[config.mk]
export PLATFORM = sky130hd
export DESIGN_NAME = pwm_scaled
export DESIGN_NICKNAME = d
export VERILOG_FILES = /design/src/rtl/pwm_scaled_pkg.sv /design/src/rtl/pwm_counter.sv /design/src/rtl/pwm_compare.sv /design/src/rtl/pwm_regs.sv /design/src/rtl/pwm_scaled.sv
export SDC_FILE = /design/constraint.sdc
export NUM_CORES = 1
export LEC_CHECK = 0
export BUFFER_PORTS_ARGS = -buffer_cell sky130_fd_sc_hd__buf_2
export CAP_MARGIN = 20
export CORE_ASPECT_RATIO = 2
export CORE_MARGIN = 5
export CORE_UTILIZATION = 35
export CTS_CLUSTER_SIZE = 25
export DETAILED_ROUTE_END_ITERATION = 12
export SYNTH_ARGS = -nofsm -noshare
export SYNTH_HDL_FRONTEND = slang
export SYNTH_SLANG_ARGS = --single-unit
[constraint.sdc]
create_clock -name clk -period 6.2 [get_ports clk]
set_input_delay 1.86 -clock clk [delete_from_list [all_inputs] [get_ports clk]]
set_output_delay 1.86 -clock clk [all_outputs]
set_load 0.03 [all_outputs]
[src/rtl/pwm_scaled_pkg.sv]
package pwm_scaled_pkg;

    localparam int ADDR_W = 8;
    localparam int DATA_W = 32;

    localparam logic [ADDR_W-1:0] ADR_CFG  = 8'h00;
    localparam logic [ADDR_W-1:0] ADR_CNT  = 8'h08;
    localparam logic [ADDR_W-1:0] ADR_SCL  = 8'h10;
    localparam logic [ADDR_W-1:0] ADR_CMP0 = 8'h20;
    localparam int               CMP_STRIDE = 4;

    localparam int BIT_ZCMP = 9;
    localparam int BIT_EN   = 12;

    // stored configuration bits: scale, sticky, zero-compare, deglitch,
    // enable, enable-once, center, gang, pending
    localparam logic [DATA_W-1:0] CFG_KEEP = 32'h1101_370F;

    typedef enum logic {
        ST_HOLD = 1'b0,
        ST_RUN  = 1'b1
    } cnt_state_e;

endpackage

[src/rtl/pwm_counter.sv]
module pwm_counter
    import pwm_scaled_pkg::*;
#(
    parameter int CNT_W   = 32,
    parameter int CMP_W   = 16,
    parameter int SCALE_W = 4
) (
    input  logic               clk,
    input  logic               rst_n,
    input  logic               cfg_en,
    input  logic               cfg_zcmp,
    input  logic [SCALE_W-1:0] cfg_scale,
    input  logic [CMP_W-1:0]   cmp0,
    input  logic               cnt_wr,
    input  logic [CNT_W-1:0]   cnt_wdata,
    output logic [CNT_W-1:0]   cnt_q,
    output logic [CMP_W-1:0]   scaled
);

    cnt_state_e        state_q;
    cnt_state_e        state_d;
    logic [CNT_W-1:0]  cnt_d;
    logic [CNT_W-1:0]  low_mask;
    logic              at_end;

    always_comb begin
        scaled   = CMP_W'(cnt_q >> cfg_scale);
        low_mask = ~({CNT_W{1'b1}} << cfg_scale);
        at_end   = cfg_zcmp && (scaled == cmp0) && ((cnt_q & low_mask) == low_mask);
    end

    // next state: START when enable set, STOP when cleared
    always_comb begin
        unique case (state_q)
            ST_HOLD: state_d = cfg_en ? ST_RUN  : ST_HOLD;
            ST_RUN:  state_d = cfg_en ? ST_RUN  : ST_HOLD;
        endcase
    end

    always_ff @(posedge clk or negedge rst_n) begin
        if (!rst_n) state_q <= ST_HOLD;
        else        state_q <= state_d;
    end

    // output process: counter update per state
    always_comb begin
        cnt_d = cnt_q;
        if (cnt_wr) begin
            cnt_d = cnt_wdata;
        end else begin
            unique case (state_q)
                ST_HOLD: cnt_d = cnt_q;
                ST_RUN:  cnt_d = at_end ? '0 : cnt_q + CNT_W'(1);
            endcase
        end
    end

    always_ff @(posedge clk or negedge rst_n) begin
        if (!rst_n) cnt_q <= '0;
        else        cnt_q <= cnt_d;
    end


    hold_stable_chk: assert property (@(posedge clk) disable iff (!rst_n)
        (state_q == ST_HOLD && !cnt_wr) |=> $stable(cnt_q));


    run_incr_chk: assert property (@(posedge clk) disable iff (!rst_n)
        (state_q == ST_RUN && !cnt_wr && !cfg_zcmp) |=> (cnt_q == $past(cnt_q) + CNT_W'(1)));


    zero_wrap_chk: assert property (@(posedge clk) disable iff (!rst_n)
        (state_q == ST_RUN && !cnt_wr && cfg_zcmp && scaled == cmp0 && (&(cnt_q | ~low_mask)))
        |=> (cnt_q == '0));


    start_chk: assert property (@(posedge clk) disable iff (!rst_n)
        (state_q == ST_HOLD && cfg_en) |=> (state_q == ST_RUN));

endmodule

[src/rtl/pwm_compare.sv]
module pwm_compare #(
    parameter int NCH   = 4,
    parameter int CMP_W = 16
) (
    input  logic                 clk,
    input  logic                 rst_n,
    input  logic [CMP_W-1:0]     scaled,
    input  logic [NCH*CMP_W-1:0] cmp_flat,
    output logic [NCH-1:0]       pwm_out
);

    for (genvar i = 0; i < NCH; i++) begin : g_ch
        logic [CMP_W-1:0] thr;
        assign thr        = cmp_flat[i*CMP_W +: CMP_W];
        assign pwm_out[i] = (scaled >= thr);


        zero_high_chk: assert property (@(posedge clk) disable iff (!rst_n)
            (thr == '0) |-> pwm_out[i]);
    end


    top_high_chk: assert property (@(posedge clk) disable iff (!rst_n)
        (&scaled) |-> (&pwm_out));

endmodule

[src/rtl/pwm_regs.sv]
module pwm_regs
    import pwm_scaled_pkg::*;
#(
    parameter int NCH     = 4,
    parameter int CNT_W   = 32,
    parameter int CMP_W   = 16,
    parameter int SCALE_W = 4
) (
    input  logic                 clk,
    input  logic                 rst_n,
    input  logic                 bus_we,
    input  logic [ADDR_W-1:0]    bus_addr,
    input  logic [DATA_W-1:0]    bus_wdata,
    output logic [DATA_W-1:0]    bus_rdata,
    input  logic [CNT_W-1:0]     cnt_q,
    input  logic [CMP_W-1:0]     scaled,
    output logic                 cfg_en,
    output logic                 cfg_zcmp,
    output logic [SCALE_W-1:0]   cfg_scale,
    output logic                 cnt_wr,
    output logic [NCH*CMP_W-1:0] cmp_flat
);

    logic [DATA_W-1:0] cfg_q;
    logic [NCH-1:0]    cmp_hit;

    assign cfg_en    = cfg_q[BIT_EN];
    assign cfg_zcmp  = cfg_q[BIT_ZCMP];
    assign cfg_scale = cfg_q[SCALE_W-1:0];
    assign cnt_wr    = bus_we && (bus_addr == ADR_CNT);

    always_ff @(posedge clk or negedge rst_n) begin
        if (!rst_n)                             cfg_q <= '0;
        else if (bus_we && bus_addr == ADR_CFG) cfg_q <= bus_wdata & CFG_KEEP;
    end

    for (genvar i = 0; i < NCH; i++) begin : g_cmp
        logic [CMP_W-1:0] cmp_q;
        assign cmp_hit[i] = (bus_addr == ADR_CMP0 + ADDR_W'(CMP_STRIDE * i));
        always_ff @(posedge clk or negedge rst_n) begin
            if (!rst_n)                  cmp_q <= '0;
            else if (bus_we && cmp_hit[i]) cmp_q <= bus_wdata[CMP_W-1:0];
        end
        assign cmp_flat[i*CMP_W +: CMP_W] = cmp_q;
    end

    always_comb begin
        bus_rdata = '0;
        if (bus_addr == ADR_CFG) bus_rdata = cfg_q;
        if (bus_addr == ADR_CNT) bus_rdata = DATA_W'(cnt_q);
        if (bus_addr == ADR_SCL) bus_rdata = DATA_W'(scaled);
        for (int i = 0; i < NCH; i++) begin
            if (cmp_hit[i]) bus_rdata = DATA_W'(cmp_flat[i*CMP_W +: CMP_W]);
        end
    end


    cfg_write_chk: assert property (@(posedge clk) disable iff (!rst_n)
        (bus_we && bus_addr == ADR_CFG) |=> (cfg_q == ($past(bus_wdata) & CFG_KEEP)));

endmodule

[src/rtl/pwm_scaled.sv]
module pwm_scaled
    import pwm_scaled_pkg::*;
#(
    parameter int NCH     = 4,
    parameter int CNT_W   = 32,
    parameter int CMP_W   = 16,
    parameter int SCALE_W = 4
) (
    input  logic              clk,
    input  logic              rst_n,
    input  logic              bus_we,
    input  logic [7:0]        bus_addr,
    input  logic [31:0]       bus_wdata,
    output logic [31:0]       bus_rdata,
    output logic [NCH-1:0]    pwm_out
);

    logic                 cfg_en;
    logic                 cfg_zcmp;
    logic [SCALE_W-1:0]   cfg_scale;
    logic                 cnt_wr;
    logic [NCH*CMP_W-1:0] cmp_flat;
    logic [CNT_W-1:0]     cnt_q;
    logic [CMP_W-1:0]     scaled;

    pwm_regs #(
        .NCH(NCH), .CNT_W(CNT_W), .CMP_W(CMP_W), .SCALE_W(SCALE_W)
    ) u_regs (
        .clk(clk), .rst_n(rst_n),
        .bus_we(bus_we), .bus_addr(bus_addr), .bus_wdata(bus_wdata),
        .bus_rdata(bus_rdata),
        .cnt_q(cnt_q), .scaled(scaled),
        .cfg_en(cfg_en), .cfg_zcmp(cfg_zcmp), .cfg_scale(cfg_scale),
        .cnt_wr(cnt_wr), .cmp_flat(cmp_flat)
    );

    pwm_counter #(
        .CNT_W(CNT_W), .CMP_W(CMP_W), .SCALE_W(SCALE_W)
    ) u_cnt (
        .clk(clk), .rst_n(rst_n),
        .cfg_en(cfg_en), .cfg_zcmp(cfg_zcmp), .cfg_scale(cfg_scale),
        .cmp0(cmp_flat[CMP_W-1:0]),
        .cnt_wr(cnt_wr), .cnt_wdata(bus_wdata[CNT_W-1:0]),
        .cnt_q(cnt_q), .scaled(scaled)
    );

    pwm_compare #(
        .NCH(NCH), .CMP_W(CMP_W)
    ) u_cmp (
        .clk(clk), .rst_n(rst_n),
        .scaled(scaled), .cmp_flat(cmp_flat),
        .pwm_out(pwm_out)
    );

endmodule

==> metrics.md, run 1 <==
| Metric | Value |
|---|---|
| Status | `finished, final reports clean` |
| Height of the die | `approximately 240 um` |
| Post-cts resize count | `2` |
| Hold_sp | `u_regs.cfg_q[12]$_DFFE_PN0P_` |
| Commonest non-fill, non-tap cell in the layout | `dfrtp_1` |
| N_diodes | `0` |
| DR vias | `around 8000` |
| Endpoints failing hold | `0` |
| CP Capture Type | `primary output` |
| I/O pins | `between 70 and 80` |
| Most frequent cells in the layout | `107 x dfrtp_1, 81 x mux2_2, 77 x buf_2, 75 x nand2_1, 66 x inv_1` |
| Setup Skew | `between 0.01 and 0.015 ns` |
| Depth of the CTS H-tree | `3` |
| P_leak | `around 4.4 nW` |
| CTS root buf | `clkbuf_16` |
| Die area | `between 20000 and 30000 um^2` |
| Routability Congestion | `between 0.9 and 1` |
| Die Span X | `about 120 um` |
| Max VDD drop | `about 0.00014 V` |
| Worst Max-Slew Pin Slew | `around 1 ns` |
| Post-synth EDFFs | `0` |
| GR Overflow Total | `0` |
| R2R Setup Slk | `~1.7 ns` |
| Power Dens Cells | `approximately 230 nW/um^2` |
| HP Class | `register to register` |
| Multi-input logic area | `~5800 um^2` |
| Final setup vio count | `0` |
| Pwr Total | `approximately 2.3 mW` |
| Slew headroom | `0.328` |
| CTS tree | `built` |
| Synth cell types | `68` |
| FF-to-FF End | `u_cnt.cnt_q[25]$_DFFE_PN0P_` |
| Maxcap violations | `0` |
| Cell count after synthesis | `957` |
| Initial antenna violation count | `0` |
| Syn Area/Cell | `around 9.5 um^2` |
| Global-route wire length before repair | `48.8 mm` |
| CTS clk-pin slew, worst paths | `roughly 0.080 ns` |
| Hold endpoint | `u_cnt.state_q$_DFF_PN0_` |
| Net Count, Synth | `1065` |
| Pin count of the biggest net entering global routing | `68` |
| Fillers | `about 2600` |
| Avg WL per Cell | `about 24 um` |
| CP Max Fanout | `16` |
| Total Wirelength | `32.3 mm` |
| Vias in the first global route | `between 8000 and 9000` |
| Synthesis-stage register bit count | `109` |
| Worst Path Required | `around 4.3 ns` |
| Setup bufs post-CTS | `0` |
| RSZ-0062 raised after global routing | `no` |
| Data arrival, critical path | `~4 ns` |
| Crit path kind | `register to primary output` |
| Highest clock rate | `168 MHz` |
| Via/cell ratio | `5.89` |
| Syn Std Cell Area | `9070 um^2` |
| Setup TNS | `0 ns` |
| Global Route Usage Sum | `0.224` |
| Row count | `83` |
| Period utilization | `0.960` |
| Proportion of layout cells with a drive suffix above 1 | `0.261` |
| Clk_lat worst skew | `approximately 0.38 ns` |
| TritonCTS Buffers | `9` |
| Final #Nets | `1119` |
| Final ANT Viol Nets | `0` |
| Synth warn | `0` |
| Hold slack | `around 0.47 ns` |
| Starting Density | `0.354` |
| Syn-to-layout area delta | `11.6%` |
| Hold Buf Count CTS | `0` |
| # clock sinks | `about 110` |
| # port buffers | `between 70 and 80` |
| Cells after DPL | `around 1300` |
| Post-synthesis sequential area ratio | `0.301` |
| Design Area, Final | `about 10000 um^2` |
| Reg area | `between 2000 and 3000 um^2` |
| TritonRoute pass-1 iters | `8` |
| Register-to-Register Path Depth | `13` |
| Max Transition Viols Final | `0` |
| Max Buffers Root-to-Sink | `2` |
| Reg2reg start | `u_regs.cfg_q[0]$_DFFE_PN0P_` |
| Crit path launch type | `register` |
| FFs w/ async S/R, synth | `1.00` |
| 1st-iter DRT viols | `about 510` |
| Dominant synthesized flop cell | `dfrtp_1` |
| Post-route insts no fill | `roughly 1400` |
| Core Region | `~26000 um^2` |
| Worst hold stages | `0` |
| Area after DPL | `slightly below 10000 um^2` |
| Detailed placer's ending HPWL | `25.2 mm` |
| Minimum clock period | `between 5 and 6 ns` |
| Drt drc | `0` |
-- cell usage after synthesis, drive strengths merged (4+ instances only) --
cell | number | share of area
dfrtp | 109 | 0.30
mux2 | 91 | 0.12
nand2 | 78 | 0.033
inv | 66 | 0.027
ha | 65 | 0.090
nor2 | 55 | 0.024
o21ai | 55 | 0.030
a21oi | 43 | 0.024
buf | 36 | 0.025
clkbuf | 31 | 0.013
mux4 | 27 | 0.067
nand3 | 27 | 0.016
a21o | 23 | 0.019
nand4 | 22 | 0.015
mux2i | 21 | 0.023
a211oi | 20 | 0.017
and2 | 16 | 0.011
a31oi | 15 | 0.011
nor3 | 14 | 0.0088
nor4 | 11 | 0.0092
xnor2 | 11 | 0.011
xor2 | 10 | 0.0097
and3 | 9 | 0.0062
and4 | 9 | 0.0087
o21a | 9 | 0.0074
o22ai | 9 | 0.0062
a22oi | 8 | 0.0066
nand2b | 6 | 0.0041
nand3b | 6 | 0.0054
a221o | 5 | 0.0055
o211ai | 5 | 0.0041
nor2b | 4 | 0.0028
o221ai | 4 | 0.0039
or3 | 4 | 0.0028
-- critical path, stage by stage (launching register included) --
cell and delay [ns]:
dfrtp_4 0.57, buf_4 0.25, mux4_2 0.56, mux2i_1 0.18, nor2_1 0.09, a21oi_2 0.20
buf_4 0.19, ha_1 0.22, nand2b_1 0.14, a21o_1 0.17, a21o_1 0.17, a211oi_1 0.39
o21a_1 0.22, o221ai_1 0.14, buf_2 0.21
-- metal layers --
metal / vias to the layer above / part of all wire / track usage
met4: 0 / 0.081 / 0.153
met1: 3931 / 0.34 / 0.225
li1: 3626 / - / -
met5: - / 0 / 0
met3: 126 / 0.038 / 0.0307
met2: 299 / 0.54 / 0.413
-- power breakdown --
part           total [mW]  internal [mW]  leakage [nW]  switching [mW]
Clock               0.641          0.340         0.154           0.301
Sequential          0.861          0.758          1.44           0.103
Combinational       0.783          0.345          2.79           0.438
Total                2.28           1.44          4.38           0.841
-- worst max-delay path by stage --
stage	startpoint	to	slack, ns	depth (start not counted)
finish	u_regs.cfg_q[0]$_DFFE_PN0P_	pwm_out[1]	0.25	14
global route	u_regs.cfg_q[0]$_DFFE_PN0P_	pwm_out[1]	0.11	14
CTS	u_regs.cfg_q[0]$_DFFE_PN0P_	pwm_out[1]	0.06	14
detailed placement	u_regs.cfg_q[0]$_DFFE_PN0P_	pwm_out[1]	0.26	14
global placement	u_regs.cfg_q[0]$_DFFE_PN0P_	pwm_out[2]	0.25	14
floorplan	bus_addr[2]	bus_rdata[11]	0.42	7
-- flip-flops by register name, summed over array words and instances, names as in the netlist --
signal and cells:
u_regs.cfg_q 12, u_cnt.state_q 1, u_regs.g_cmp.cmp_q 64, u_cnt.cnt_q 32
-- through the flow --
stage	util	worst slack (ns)
final	0.395	0.250
after global routing	0.395	0.113
after CTS	0.394	0.0558
after detailed placement	0.382	0.256
after global placement	0.382	0.254
after floorplan	-	0.423
-- kinds of logic after synthesis --
group / after synthesis / synth area share
flip-flops: 109 / 0.301
multiplexers: 139 / 0.207
AO/OA/AOI/OAI: 216 / 0.157
adder cells (fa/ha/maj): 65 / 0.0896
XOR/XNOR: 21 / 0.0203
buffers and inverters: 133 / 0.0649
AND/OR/NAND/NOR: 274 / 0.161
-- layout make-up --
class,count,area share
Clock buffer,11,0.0250
Clock inverter,5,0.00655
Inverter,66,0.0245
Multi-Input combinational cell,715,0.569
Sequential cell,109,0.270
Tap cell,340,0.0420
Timing Repair Buffer,110,0.0629
(Power assumes the default switching activity.)
==> inputs of run 2 (changes only) <==
- SYNTH_HIERARCHICAL: unset -> 1
==> run 2 against run 1 <==
  * First-iteration DRC count rose by 31%
  * Area after synthesis rose by 13%
  * Worst setup slack got worse by 0.12 ns
  * Cell count rose by 8.0%
  * Critical endpoint is now pwm_out[0]
==> metrics.md, run 2 <==
| Metric | Value |
|---|---|
| Max Buffers Root-to-Sink | `2 (unchanged)` |
| Crit path kind | `register to primary output` |
| Commonest non-fill, non-tap cell in the layout | `dfrtp_1` |
| Minimum clock period | `6.07 ns (+0.117 ns)` |
| CP Capture Type | `primary output` |
| Hold slack | `0.420 ns (-0.0454 ns)` |
| Switching power total | `0.824 mW (-2.0%)` |
| Status | `finished, final reports clean` |
| Synth warn | `6 (+6)` |
| GR Overflow Total | `0 (unchanged)` |
| FFs w/ async S/R, synth | `1.00 (unchanged)` |
| Fillers | `2926 (+12%)` |
| Largest register FFs | `64 (unchanged)` |
| Synth cell types | `83 (+22%)` |
| Place WS | `0.371 ns (+0.115 ns)` |
| Design Area, Final | `11300 um^2 (+12%)` |
| Die Span X | `131 um (+5.8%)` |
| Core Region | `28800 um^2 (+12%)` |
| P_leak | `4.77 nW (+8.7%)` |
| Height of the die | `252 um (+6.0%)` |
| Count leader, synth | `dfrtp_1` |
| Post-synthesis sequential area ratio | `0.266 (-0.0344)` |
| CP Max Fanout | `14 (-2)` |
| Net Count, Synth | `1155 (+8.5%)` |
| I/O pins | `79 (unchanged)` |
| Highest clock rate | `165 MHz (-1.9%)` |
| # port buffers | `78 (unchanged)` |
| Final setup vio count | `0 (unchanged)` |
| Synthesis-stage register bit count | `109 (unchanged)` |
| Starting Density | `0.355 (+0.00144)` |
| CTS clk-pin slew, worst paths | `0.08 ns (about the same)` |
| Post-synth EDFFs | `0 (unchanged)` |
| Vias in the first global route | `9371 (+14%)` |
| Global Route Usage Sum | `0.238 (+0.0133)` |
| Reg2reg start | `u_regs/cfg_q[1]$_DFFE_PN0P_` |
| Data arrival, critical path | `4.21 ns (+0.12 ns)` |
| Die area | `33000 um^2 (+12%)` |
| Clk_lat worst skew | `0.39 ns (about the same)` |
| Registers with the most flip-flops | `u_regs/g_cmp.cmp_q (64), u_cnt/cnt_q (32), u_regs/cfg_q (12)` |
| Worst setup path endpoint | `pwm_out[0]` |
| Internal | `1.40 mW (-2.9%)` |
| DR vias | `8951 (+12%)` |
| Crit path launch type | `register` |
| Via/cell ratio | `6.11 (+3.9%)` |
| Final #Nets | `1207 (+7.9%)` |
| Setup TNS | `0 ns (unchanged)` |
| R2R Setup Slk | `1.74 ns (+0.09 ns)` |
| Drt drc | `0 (unchanged)` |
| Slew headroom | `0.248 (-0.0802)` |
| Power Dens Cells | `197 nW/um^2 (-13%)` |
| Cell count after synthesis | `1047 (+9.4%)` |
| Worst Max-Slew Pin Slew | `1.13 ns (+0.131 ns)` |
| Global-route wire length before repair | `57.8 mm (+19%)` |
| Depth of the CTS H-tree | `3 (unchanged)` |
| Avg WL per Cell | `26.6 um (+12%)` |
| Syn Area/Cell | `9.79 um^2 (+3.2%)` |
| Detailed placer's ending HPWL | `30.3 mm (+20%)` |
| Endpoints failing hold | `0 (unchanged)` |
| Setup Skew | `0.00827 ns (-0.00355 ns)` |
| Largest area contributor in the netlist | `dfrtp_1` |
| Top cell type's share of synthesized area | `0.266 (-0.0344)` |
| Dominant synthesized flop cell | `dfrtp_1` |
| RSZ-0062 raised after global routing | `no` |
| Area after DPL | `11000 um^2 (+12%)` |
| N_diodes | `0 (unchanged)` |
| Worst Path Required | `4.34 ns (about the same)` |
| CTS root buf | `clkbuf_16` |
| Register share of total power | `0.369 (-0.008)` |
| Syn Std Cell Area | `10200 um^2 (+13%)` |
| Total Wirelength | `39.0 mm (+21%)` |
| Pin count of the biggest net entering global routing | `71 (+4.4%)` |
| Proportion of layout cells with a drive suffix above 1 | `0.279 (+0.0182)` |
| Max Transition Viols Final | `0 (unchanged)` |
| Top reg by flops | `u_regs/g_cmp.cmp_q` |
| Max VDD drop | `0.000127 V (-7.3%)` |
| CTS tree | `built` |
| Fin worst setup slack | `0.133 ns (-0.117 ns)` |
| Final ANT Viol Nets | `0 (unchanged)` |
| Sw Ratio | `0.370 (+0.00210)` |
| Syn-to-layout area delta | `10.5%` |
| Ranking of synthesized cells by area | `dfrtp_1 27%, mux4_2 8.4%, ha_1 7.9%` |
| Cells after DPL | `1447 (+8.0%)` |
| FF-to-FF End | `u_cnt/cnt_q[6]$_DFFE_PN0P_` |
| Row count | `88 (+6.0%)` |
| Maxcap violations | `0 (unchanged)` |
| Gate power share | `0.339 (-0.004)` |
| 1st-iter DRT viols | `670 (+31%)` |
| Initial antenna violation count | `0 (unchanged)` |
| TritonCTS Buffers | `9 (unchanged)` |
| # clock sinks | `109 (unchanged)` |
| Crit. Startpoint | `u_cnt/cnt_q[14]$_DFFE_PN0P_` |
| Setup bufs post-CTS | `0 (unchanged)` |
| Post-route insts no fill | `1464 (+8.0%)` |
| HP Class | `register to register` |
| TritonRoute pass-1 iters | `5 (-3)` |
| Most instantiated cells after synthesis | `109 x dfrtp_1, 83 x inv_1, 72 x nand2_1` |
| Period utilization | `0.979 (+0.0189)` |
| Clock power frac | `0.292 (+0.012)` |
| Register-to-Register Path Depth | `9 (-4)` |
| Routability Congestion | `0.972 (-0.90%)` |
| Most frequent cells in the layout | `107 x dfrtp_1, 83 x inv_1, 77 x buf_2, 72 x nand2_1, 66 x mux2_2` |
==> run 2: cell count changes in the layout (fill, tap and decap cells not counted), moves of 10 or more <==
cell,before,now
a2111oi_4,0,10
a211oi_1,19,3
a21o_1,23,4
and2_1,16,3
and3_1,9,24
inv_1,66,83
mux2_2,81,66
mux2_4,10,22
mux2i_1,21,38
mux4_2,27,38
nand4_1,22,35
o21ai_0,55,21
o31ai_1,0,26
xor2_1,10,27
==> run 2: how the worst min path moves through the flow <==
stage,from,end,cells past startpoint
final,u_regs/cfg_q[12]$_DFFE_PN0P_,u_cnt/state_q$_DFF_PN0_,0
after global routing,u_regs/cfg_q[12]$_DFFE_PN0P_,u_cnt/state_q$_DFF_PN0_,0
after CTS,u_regs/cfg_q[12]$_DFFE_PN0P_,u_cnt/state_q$_DFF_PN0_,0
after detailed placement,u_regs/cfg_q[12]$_DFFE_PN0P_,u_cnt/state_q$_DFF_PN0_,0
after global placement,u_regs/cfg_q[12]$_DFFE_PN0P_,u_cnt/state_q$_DFF_PN0_,0
after floorplan,u_regs/cfg_q[12]$_DFFE_PN0P_,u_cnt/state_q$_DFF_PN0_,0
==> run 2: kinds of logic after synthesis <==
group	share of synthesized area
compound gates	0.148
xor+xnor	0.0291
fa+ha+maj	0.0794
buf+inv	0.0736
flops	0.266
mux	0.231
simple gates	0.173
==> run 2: repair_timing <==
| action | 4_1_cts | 5_1_grt |
|---|---|---|
| setup endpoints to repair | 1 | 2 |
| pin swaps | 0 | 0 |
| hold buffers | 0 | 0 |
| gates resized for setup | 1 | 2 |
==> run 2: cell type report <==
type / count / area [um^2] / share of cell area
Timing Repair Buffer: 120 / 728 / 0.0643
Clock buffer: 10 / 239 / 0.0211
Tap cell: 360 / 450 / 0.0398
Clock inverter: 6 / 76.3 / 0.00674
Multi-Input combinational cell: 774 / 6770 / 0.598
Sequential cell: 109 / 2740 / 0.242
Inverter: 85 / 319 / 0.0282
==> run 2: per-stage QoR <==
step | power [mW] | utilization
after floorplan | 1.31 | -
after global placement | 1.56 | 0.381
after CTS | 2.23 | 0.392
after global routing | 2.32 | 0.392
final | 2.23 | 0.392
after detailed placement | 1.58 | 0.381
==> run 2: power by group through the flow <==
stage / Combinational (mW) / Sequential [mW] / Clock, mW
after floorplan: 0.517 / 0.793 / 0
after global placement: 0.731 / 0.833 / 0
after detailed placement: 0.742 / 0.835 / 0
after CTS: 0.749 / 0.821 / 0.661
after global routing: 0.811 / 0.829 / 0.685
final: 0.754 / 0.822 / 0.650
==> run 2: critical path, stage by stage, from the launching register on <==
cell	delay [ns]
dfrtp_1	0.74
mux2i_1	0.26
mux4_2	0.59
o21ai_2	0.25
inv_1	0.15
ha_1	0.28
nand2b_1	0.14
a2111oi_1	0.61
nor4_1	0.14
a2111o_1	0.45
buf_2	0.21
==> run 2: routing by layer <==
metal  GRT usage  up-vias  part of all wire
met2       0.416      383              0.52
met5           0        -                 0
met3      0.0275      136             0.043
li1            -     3985                 -
met4       0.188        0             0.093
met1       0.250     4447              0.35
